### config.mk
export PLATFORM = sky130hd
export DESIGN_NAME = pm_ctrl
export DESIGN_NICKNAME = d
export VERILOG_FILES = /design/src/rtl/pm_ctrl.sv
export SDC_FILE = /design/constraint.sdc
export NUM_CORES = 1
export LEC_CHECK = 0
export ABC_AREA = 1
export BUFFER_PORTS_ARGS = -buffer_cell sky130_fd_sc_hd__buf_4
export CELL_PAD_IN_SITES_DETAIL_PLACEMENT = 1
export CELL_PAD_IN_SITES_GLOBAL_PLACEMENT = 1
export CORE_MARGIN = 5
export CORE_UTILIZATION = 26
export CTS_CLUSTER_DIAMETER = 120
export CTS_CLUSTER_SIZE = 24
export DETAILED_ROUTE_END_ITERATION = 7
export PLACE_DENSITY = 0.72
export SLEW_MARGIN = 20
export SYNTH_ARGS = -nofsm -noshare
export SYNTH_HDL_FRONTEND = slang
export SYNTH_SLANG_ARGS = --single-unit
### constraint.sdc
create_clock -name clk -period 1.4 [get_ports clk]
set_input_delay 0.07 -clock clk [delete_from_list [all_inputs] [get_ports clk]]
set_output_delay 0.07 -clock clk [all_outputs]
set_load 0.005 [all_outputs]
### src/rtl/pm_ctrl.sv
module pm_ctrl #(
  parameter int N_IRQ = 8
) (
  input  logic             clk,
  input  logic             rst_n,
  input  logic             sleep_op,
  input  logic             idle_en,
  input  logic [1:0]       clk_sel,
  input  logic [N_IRQ-1:0] irq_flag,
  input  logic [N_IRQ-1:0] irq_en,
  input  logic             gie,
  input  logic             wdt_timeout,
  input  logic             wake_ready,
  output logic             cpu_clk_en,
  output logic             periph_clk_en,
  output logic             posc_off_req,
  output logic             wake_req,
  output logic             wake_done,
  output logic             vector_take,
  output logic             core_reset_req
);

  typedef enum logic [1:0] {S_RUN, S_IDLE, S_SLEEP, S_WAKE} state_t;

  state_t st, st_nx;
  logic   from_idle;
  logic   vec_pend;

  wire irq_hit  = |(irq_flag & irq_en);
  wire parked   = (st == S_IDLE) || (st == S_SLEEP);
  wire exit_go  = parked && (wdt_timeout || irq_hit);
  wire wake_fin = (st == S_WAKE) && wake_ready;

  always_comb begin
    st_nx = st;
    unique case (st)
      S_RUN:   if (!wdt_timeout && sleep_op) st_nx = idle_en ? S_IDLE : S_SLEEP;
      S_IDLE,
      S_SLEEP: if (exit_go) st_nx = S_WAKE;
      S_WAKE:  if (wake_ready) st_nx = S_RUN;
      default: st_nx = S_RUN;
    endcase
  end

  always_ff @(posedge clk or negedge rst_n) begin
    if (!rst_n) begin
      st             <= S_RUN;
      from_idle      <= 1'b0;
      vec_pend       <= 1'b0;
      wake_done      <= 1'b0;
      vector_take    <= 1'b0;
      core_reset_req <= 1'b0;
    end else begin
      st             <= st_nx;
      wake_done      <= wake_fin;
      vector_take    <= wake_fin && vec_pend;
      core_reset_req <= (st == S_RUN) && wdt_timeout;
      if (exit_go) begin
        from_idle <= (st == S_IDLE);
        vec_pend  <= !wdt_timeout && gie;
      end
    end
  end

  assign cpu_clk_en    = (st == S_RUN);
  assign periph_clk_en = (st == S_RUN) || (st == S_IDLE) || ((st == S_WAKE) && from_idle);
  assign posc_off_req  = (st == S_SLEEP) || (clk_sel inside {2'b10, 2'b11});
  assign wake_req      = (st == S_WAKE);

endmodule

* After elaboration in Yosys (flattened, before gate mapping) *
Cells that the tools add are included.

word-level totals
  memory bits (read-only) = 0
  output and inout port bits = 7
  latch bits = 0
  memories = 0
  register bits = 7
  RAM bits = 0

operators by class
  multipliers = 0
  bitwise operators = 1
  reductions and logical operators = 18
  $add $sub $neg = 0
  shifts and indexed selects = 0
  div/mod/pow operators = 0
  equal/unequal tests = 8
  $lt $le $gt $ge = 0
  muxes and demuxes = 5

operator list
  kind                  count
  $and A8 B8 Y8         1
  $eq A2 B2 Y1 const B  4
  $mux W2               4
  $reduce_or A8 Y1      1
  $logic_and A1 B1 Y1   7
  $pmux W2 S3           1
  $logic_or A1 B1 Y1    5
  $ne A2 B2 Y1 const B  2
  $reduce_and A3 Y1     1
  $eq A2 B1 Y1 const B  1
  $logic_not A2 Y1      1
  $ne A2 B1 Y1 const B  1
  $reduce_bool A2 Y1    1
  $reduce_or A2 Y1      1
  $logic_not A1 Y1      1

* Depth between registers and ports, before layout *
Gate-level depths: netlist of the first run.

  depth after elaboration = 6
  mapped depth = 8
  depth with buffers taken out = 8

* Least setup slack after synthesis of the first run *
OpenSTA, ideal clock, no wires.

  path kind = flip-flop to flip-flop
  start point = reg st[0]
  end point = reg st[0]
  clock period less this slack = 1.221 ns
  path buffers = 0
  path slack = 0.179 ns
  stages on the path, launching flop included = 9
  data arrival time = 1.104 ns
  cell sequence = dfrtp_1 -> inv_1 -> ha_1 -> inv_2 -> o22ai_1 -> nor2_2 -> nand2_2 -> nand2_1 -> nand2_1

RTL lines
  item                         RTL line  source
  from (decl)                  25        state_t st, st_nx;
  from (signal assigned)       54        st <= st_nx;
  $logic_not A2 Y1 *           -
  net cpu_clk_en               14        output logic cpu_clk_en,
  $ne A2 B1 Y1 (no line)       -
  $reduce_and A3 Y1 (no line)  -

Mark *: on every way through the listed nets, which the timed path passes. The rest lies on a longest branch.
A chain may end at the register's enable or synchronous reset.

* Worst setup path after layout of the first run *
  start point = reg st[0]
  end point = out posc_off_req

between the ends
  cells in the longest elaborated chain, start to end = 2

RTL lines
  item                RTL line  source
  $eq A2 B2 Y1        67        assign posc_off_req = (st == S_SLEEP) || (clk_sel inside {2'b10, 2'b11});
  $logic_or A1 B1 Y1  67
  to (decl)           16        output logic posc_off_req,

Every way passes these cells.

==> reports/results.ini, run 1 <==
[clocking]
cts_sinks = 7
cts_max_level = 1
cts_tree = built
path_clk_slew_ns = 0.05
cts_buffers = 3
clockBufferDepth = 2
clk_root_buffer_cell = clkbuf_4
insertion_delay_ns = 0.24

[die]
die_area_mm2 = 0.00277
initial_core_util = 0.274
die_h_um = 52.7
die_w_um = 52.7
num_rows = 15
num_io_pins = 32
core_area_mm2 = 0.00173

[finish]
nNetsFinal = 129
syn_to_final_growth_pct = 69.0
diodes = 0
fillers = 230
post-route-cell-area_um2 = 800
layout-drive-gt1-share = 0.515
finalNonFillerCells = 124

[worst_hold_path]
hold_depth = 3
hp-class = input port to flop

[synth]
netlist_instances = 63
netlist_area_um2 = 473
synth_area_leaders = dfrtp_1, nand2_1, ha_1
yosysMostFrequentCell = nand2_1
synth_compound_area_frac = 0.0450
synth_top_family_by_area = simple AND/OR/NAND/NOR gates
syn_nets = 92
yosys.cell_types.count = 16
avgSynthCellArea_um2 = 7.51
yosys.area_share.simple = 0.392
async_reset_ff_frac = 1.00
synth_commonest_cells = nand2_1, inv_1, dfrtp_1
synth_enable_flop_cells = 0
ys.warnings.count = 0
ys.flop_type = dfrtp_1
yosysSeqAreaShare = 0.370
synth.top_cell.area_share = 0.370
muxShareOfSynthArea = 0
synth_xor_area_frac = 0
ys_ff_latch = 7
synthAdderAreaFrac = 0.106
synth_top_area_cell = dfrtp_1

[setup_path]
arrival_ns = 1.25
ff2ff_path_depth = 7
crit_type = flop to output port
end_kind = output port
required_ns = 1.33
start_kind = flop
crit_path_max_fanout = 3

[timing]
slew_viol_final = 0
finalSetupViolations = 0
fin_tns_setup_ns = 0
rsz0062_at_grt = true
finalHoldViolCount = 0
worst_clock_skew_ns = 0.00143
period_needed_ns = 1.32
fin_crit_sh = 0.942
max_freq_ghz = 0.758
slew-limit-headroom = 0.891
tightest_slew_ns = 0.161

[global_route]
grt_pass1_wl_um = 2090
grt_max_degree = 8
grtUsageTotal = 0.104
grt_pass1_vias = 570
antenna_found_initial = 0
overflow = 0

[placed_design]
numPlacedInstances = 118
post-dp-hpwl_um = 1170
place_area_um2 = 729
io_buffers = 30
routabilityCongestion = 0.639

[routing]
first_iter_violations = 0
drc = 0
vias_per_cell = 4.19
drtPass1Iterations = 1
wire_per_inst_um = 10.4
via_count = 520
route.antenna.remaining_nets = 0
wirelength_um = 1290

[power_and_ir_drop]
worst_ir_drop_vdd_mv = 0.910
power_density_mw_per_mm2 = 1570
p_leak_nw = 0.446
power_mw = 1.26

[flow_run]
drv_cap = 0

[run_status]
outcome = finished clean

## report_power, final
part / internal, mW / switching (mW) / leakage [nW] / total (mW)
logic: 0.384 / 0.369 / 0.340 / 0.753
clock network: 0.108 / 0.0686 / 0.0150 / 0.177
registers: 0.273 / 0.0529 / 0.0905 / 0.326
## worst max-delay path, cell delays in order (launching register included)
cell	delay, ns
dfrtp_1	0.40
inv_2	0.07
ha_1	0.19
or2_4	0.23
buf_6	0.12
## worst paths after layout
check                                startpoint                  endpoint  slack [ns]
setup / recovery              st[0]$_DFFE_PN0P_              posc_off_req        0.08
hold / removal                       wake_ready       wake_done$_DFF_PN0_        0.06
setup reg to reg              st[1]$_DFFE_PN0P_         st[1]$_DFFE_PN0P_        0.11
hold reg to reg            vec_pend$_DFFE_PN0P_     vector_take$_DFF_PN0_        0.50
max in group asynchronous                 rst_n         st[1]$_DFFE_PN0P_        1.09
min in group asynchronous                 rst_n  core_reset_req$_DFF_PN0_        0.18
## flip-flops by register name, summed over array words and instances (netlist names)
signal	cells
vec_pend	1
wake_done	1
core_reset_req	1
st	2
vector_take	1
from_idle	1
## layout by cell type (no fill, tap or decap), drive strengths merged
| cell | instances |
|---|---|
| nand3 | 4 |
| inv | 11 |
| o22ai | 1 |
| nand4 | 1 |
| clkbuf | 4 |
| ha | 4 |
| dfrtp | 7 |
| nor2 | 4 |
| buf | 31 |
| or2 | 1 |
| nand2 | 27 |
| dlygate4sd3 | 1 |
| o21ai | 3 |
## through the flow
stage | util | hold slack (ns) | worst slack, ns
after CTS | 0.448 | 0.0513 | 0.0182
after detailed placement | 0.422 | -0.112 | 0.0308
after global placement | 0.422 | -0.113 | 0.104
final | 0.463 | 0.0550 | 0.0812
after floorplan | - | -0.226 | 0.179
after global routing | 0.463 | 0.0422 | -0.00614
## repair_timing
| action | in CTS | in global routing |
|---|---|---|
| resized for setup | 0 | 10 |
| pin swaps | 0 | 1 |
| hold buffers | 1 | 0 |
| buffers inserted | 1 | 0 |
| setup endpoints to repair | 1 | 4 |
| hold endpoints to repair | 7 | 0 |
## area by class of cell
cell class | instances | area (um2) | area share
repair buffers | 32 | 250 | 0.313
flip-flops and latches | 7 | 176 | 0.221
multi-input cells | 45 | 274 | 0.343
well taps | 25 | 31.3 | 0.0391
clock buffers | 4 | 26.3 | 0.0329
inverters | 11 | 41.3 | 0.0516
## logic make-up after synthesis
kind of cell    after synthesis
fa+ha+maj                     4
compound gates                4
flops                         7
simple gates                 37
buf+inv                      11
## routing by layer
metal,vias to the layer above,track usage,part of all wire
met3,2,0.0313,0.087
met5,-,0,0
li1,262,-,-
met1,235,0.0939,0.38
met4,0,0.0638,0.0093
met2,21,0.196,0.52
Note: power is estimated with default switching activity, not from simulation.
==> run 2: changes to the inputs <==
Settings changed: CORE_ASPECT_RATIO set to 1.25.
==> reports/results.ini, run 2 (same netlist as run 1, synthesis figures left out) <==
[timing]
slew_viol_final = 0
rsz0062_at_grt = true
worst_clock_skew_ns = 0.00513
fin_crit_sh = 0.946
finalSetupViolations = 0
timing.final.ws_setup_ns = 0.0760
period_needed_ns = 1.32
tightest_slew_ns = 0.172
max_freq_ghz = 0.755
finalHoldViolCount = 0
slew-limit-headroom = 0.884

[finish]
final_cell_mix = buf_4, nand2_1, dfrtp_1
diodes = 0
largest_reg_flops = 2
regMostFlops = st
final_common_cell = buf_4
syn_to_final_growth_pct = 68.0
nNetsFinal = 129
layout-drive-gt1-share = 0.525
post-route-cell-area_um2 = 795

[setup_path]
critPathMaxStageDelay_ns = 0.42
path_cells = buf_4, ha_2, inv_2, nand3_1, buf_4
end_kind = output port
arrival_ns = 1.25
cp_slowest_cell = dfrtp_1
crit_top_cell = buf_4
crit_path_max_fanout = 4
start_kind = flop
required_ns = 1.33
crit_type = flop to output port

[global_route]
grt_pass1_vias = 588
grtUsageTotal = 0.114
grt_pass1_wl_um = 2270
grt_max_degree = 8
antenna_found_initial = 0
overflow = 0

[flow_run]
drv_cap = 0

[placed_design]
place_ws_ns = 0.0451
io_buffers = 30
post-dp-hpwl_um = 1170
place_area_um2 = 722
routabilityCongestion = 0.677

[routing]
route.antenna.remaining_nets = 0
drtPass1Iterations = 4
drc = 0
vias_per_cell = 4.48
first_iter_violations = 3
wirelength_um = 1340
wire_per_inst_um = 11.4
via_count = 529

[die]
num_io_pins = 32
initial_core_util = 0.271
num_rows = 17
die_h_um = 57.7
core_area_mm2 = 0.00174
die_w_um = 48.1
die_area_mm2 = 0.00278

[clocking]
insertion_delay_ns = 0.25
clk_root_buffer_cell = clkbuf_4
cts_max_level = 1
clockBufferDepth = 2
cts_tree = built
path_clk_slew_ns = 0.06
cts_sinks = 7
cts_buffers = 3

[power_and_ir_drop]
worst_ir_drop_vdd_mv = 0.796
power_density_mw_per_mm2 = 1570
p_leak_nw = 0.442

[worst_hold_path]
hp-class = input port to flop

[run_status]
outcome = finished clean

-- run 2: cell counts in the layout (fill, tap and decap cells not counted) --
Identical to the previous run, type by type.
-- run 2: critical path, delay by kind of cell, from the launching register on --
kind	cells	cell delay [ns]
adder cells (fa/ha/maj)	1	0.18
AND/OR/NAND/NOR	1	0.07
buffers and inverters	3	0.34
flip-flops	1	0.42
-- run 2: final timing paths --
kind	from	to	slack [ns]	cells past startpoint
max reg2reg	st[0]$_DFFE_PN0P_	st[1]$_DFFE_PN0P_	0.12	8
min reg2reg	vec_pend$_DFFE_PN0P_	vec_pend$_DFFE_PN0P_	0.49	2
min in group asynchronous	rst_n	st[1]$_DFFE_PN0P_	0.17	2
min	wake_ready	wake_done$_DFF_PN0_	0.06	3
max in group asynchronous	rst_n	vector_take$_DFF_PN0_	1.10	2
max	st[0]$_DFFE_PN0P_	periph_clk_en	0.08	5
-- run 2: what timing repair did --
item                                   4_1_cts  5_1_grt
gates resized for setup                      0       11
hold buffers                                 1        0
setup endpoints to repair                    0        4
endpoints found under the hold margin        7        0
setup buffers                                0        1
-- run 2: metrics by stage --
step	setup TNS [ns]	std cells	power [mW]	hold WS [ns]	util
floorplan	0	63	0.700	-0.226	-
global placement	0	112	0.932	-0.115	0.414
detailed placement	0	112	0.959	-0.111	0.414
CTS	0	117	1.15	0.0498	0.435
global route	-0.0242	118	1.39	0.0853	0.456
finish	0	118	1.25	0.0579	0.456
-- run 2: final cells by class --
| type | count | area [um2] |
|---|---|---|
| Multi-Input combinational cell | 45 | 279 |
| Inverter | 11 | 43.8 |
| Fill cell | 225 | 950 |
| Clock buffer | 4 | 26.3 |
| Sequential cell | 7 | 175 |
| Tap cell | 19 | 23.8 |
| Timing Repair Buffer | 32 | 246 |
-- run 2: per-layer routing --
metal | GRT usage | wire length (um) | vias to the layer above
met5 | 0 | 0 | -
met4 | 0.0692 | 27 | 0
met3 | 0.0248 | 89 | 2
met2 | 0.200 | 721 | 23
met1 | 0.112 | 506 | 240
li1 | - | - | 264
-- run 2: where the power goes --
group | total [mW] | switching (mW) | internal (mW)
combinational | 0.743 | 0.364 | 0.379
clock | 0.182 | 0.0733 | 0.109
sequential | 0.321 | 0.0509 | 0.270
total | 1.25 | 0.488 | 0.758
==> run 3: changes to the inputs <==
Settings changed: ABC_AREA 1 to unset, CORE_UTILIZATION 26 to 25, PLACE_DENSITY 0.72 to 0.69.
==> reports/results.ini, run 3 <==
[clocking]
cts_sinks = 7
clk_root_buffer_cell = clkbuf_4
insertion_delay_ns = 0.25
cts_tree = built
cts_max_level = 1
path_clk_slew_ns = 0.05
cts_buffers = 3
clockBufferDepth = 2

[timing]
slew-limit-headroom = 0.808
finalSetupViolations = 1
worst_clock_skew_ns = 0.000119
holdWs_ns = 0.0703
rsz0062_at_grt = true
max_freq_ghz = 0.702
period_needed_ns = 1.42
finalHoldViolCount = 0
tightest_slew_ns = 0.288
slew_viol_final = 0
timing.final.ws_setup_ns = -0.0247
fin_crit_sh = 1.02

[setup_path]
required_ns = 1.33
path_cells = ha_2, buf_6, a211o_1, buf_6
reg2reg_slack_ns = 0.05
crit_family = flip-flops
cp.buffers_inverters = 2
ff2ff_path_depth = 5
crit_path_max_fanout = 3
worstReg2RegEnd = st[0]$_DFFE_PN0P_
arrival_ns = 1.35
r2r_start = st[1]$_DFFE_PN0P_
crit_type = flop to output port
cp_slowest_cell = dfrtp_1
crit_top_cell = buf_6
end_kind = output port
start_kind = flop
critPathMaxStageDelay_ns = 0.41

[finish]
regMostFlops = st
syn_to_final_growth_pct = 90.9
diodes = 0
final_common_cell = buf_4
nNetsFinal = 110
fillers = 186
largest_reg_flops = 2
final_cell_mix = buf_4, dfrtp_1
layout-drive-gt1-share = 0.650
final_util = 0.503

[synth]
netlist_instances = 38
yosysMostFrequentCell = dfrtp_1
synth_commonest_cells = dfrtp_1, ha_1, mux2i_1, nand2_1
ys.flop_type = dfrtp_1
yosys.cell_types.count = 18
ys_ff_latch = 7
ys.warnings.count = 0
syn_nets = 67
async_reset_ff_frac = 1.00
synth_area_leaders = dfrtp_1, ha_1, mux2i_1
synth_enable_flop_cells = 0
netlist_area_um2 = 412
synth.top_cell.area_share = 0.426
synth_top_area_cell = dfrtp_1
yosysSeqAreaShare = 0.426
avgSynthCellArea_um2 = 10.8

[flow_run]
drv_cap = 0

[routing]
vias_per_cell = 4.76
drtPass1Iterations = 4
via_count = 466
first_iter_violations = 3
wirelength_um = 1240
wire_per_inst_um = 12.6
drc = 0
route.antenna.remaining_nets = 0

[global_route]
grt_max_degree = 8
grt_pass1_vias = 520
grtUsageTotal = 0.113
antenna_found_initial = 0
overflow = 0
grt_pass1_wl_um = 2080

[power_and_ir_drop]
p_comb_frac = 0.636
internal-power_mw = 0.922
power_density_mw_per_mm2 = 1760
p_switching_mw = 0.462
p_leak_nw = 0.404
worst_ir_drop_vdd_mv = 0.567
p_clk_frac = 0.129
p_seq_frac = 0.234
switching_share = 0.334

[die]
die_h_um = 55.4
die_area_mm2 = 0.00256
num_io_pins = 32
initial_core_util = 0.264
core_area_mm2 = 0.00156
die_w_um = 46.3
num_rows = 16

[run_status]
failed_checks = negative setup slack
outcome = finished with violations

[placed_design]
routabilityCongestion = 0.679
post-dp-hpwl_um = 1050
io_buffers = 30
place_ws_ns = 0.0238

[worst_hold_path]
min_from = wdt_timeout
hold_depth = 2
hold_end = core_reset_req$_DFF_PN0_
hp-class = input port to flop

## run 3: logic make-up after synthesis
kind of cell               Yosys count  synth area share
DFF                                  7             0.426
buffers and inverters                2            0.0182
muxes                                5             0.128
adders and majority gates            4             0.122
AOI/OAI and AO/OA                    9             0.161
and+or+nand+nor                     11             0.146
## run 3: area by class of cell
type                       count  area (um2)  share of cell area
clock buffer                   4        26.3              0.0334
inverter                       2        7.51             0.00955
multi-input combinational     29         255               0.325
sequential                     7         175               0.223
tap                           18        22.5              0.0287
timing repair buffer          38         299               0.381
## run 3: how the worst max path moves through the flow
stage | start | end | slack [ns] | cells past startpoint
finish | st[1]$_DFFE_PN0P_ | periph_clk_en | -0.02 | 4
global route | st[1]$_DFFE_PN0P_ | periph_clk_en | -0.1 | 4
CTS | st[1]$_DFFE_PN0P_ | periph_clk_en | -0.04 | 5
detailed placement | st[0]$_DFFE_PN0P_ | st[0]$_DFFE_PN0P_ | 0.02 | 5
global placement | irq_flag[3] | vec_pend$_DFFE_PN0P_ | 0.05 | 5
floorplan | st[0]$_DFFE_PN0P_ | from_idle$_DFFE_PN0P_ | 0.12 | 4
## run 3: worst register-to-register path, delay by kind of cell, from the launching register on
family                     cells  cell delay (ns)
AOI/OAI and AO/OA              1             0.18
adders and majority gates      1             0.35
buffers and inverters          1             0.05
DFF                            1             0.39
muxes                          1             0.21
and+or+nand+nor                1             0.09
## run 3: repair_timing
action	CTS	global route
pin swaps	2	0
gates resized for setup	10	2
gates cloned	0	0
setup buffers	3	0
hold endpoints to repair	7	0
hold buffers	1	0
endpoints found under the setup margin	2	5
## run 3: power groups by stage
stage / combinational [mW] / clock (mW) / sequential (mW)
after floorplan: 0.395 / 0 / 0.315
after detailed placement: 0.733 / 0 / 0.324
after CTS: 0.896 / 0.189 / 0.323
after global placement: 0.709 / 0 / 0.319
after global routing: 0.981 / 0.202 / 0.337
final: 0.881 / 0.179 / 0.324
## run 3: layer usage
| metal | up-vias | track usage | wire (um) |
|---|---|---|---|
| met5 | - | 0 | 0 |
| met4 | 0 | 0.0854 | 36 |
| met1 | 211 | 0.107 | 445 |
| met2 | 32 | 0.189 | 604 |
| met3 | 4 | 0.0325 | 150 |
| li1 | 219 | - | - |
## run 3: through the flow
stage	area [um2]	cells	total power [mW]	TNS (ns)
after floorplan	412	38	0.711	0
after global placement	689	90	1.03	0
after detailed placement	689	90	1.06	0
after CTS	783	98	1.41	-0.0559
after global routing	786	98	1.52	-0.288
final	786	98	1.38	-0.0247
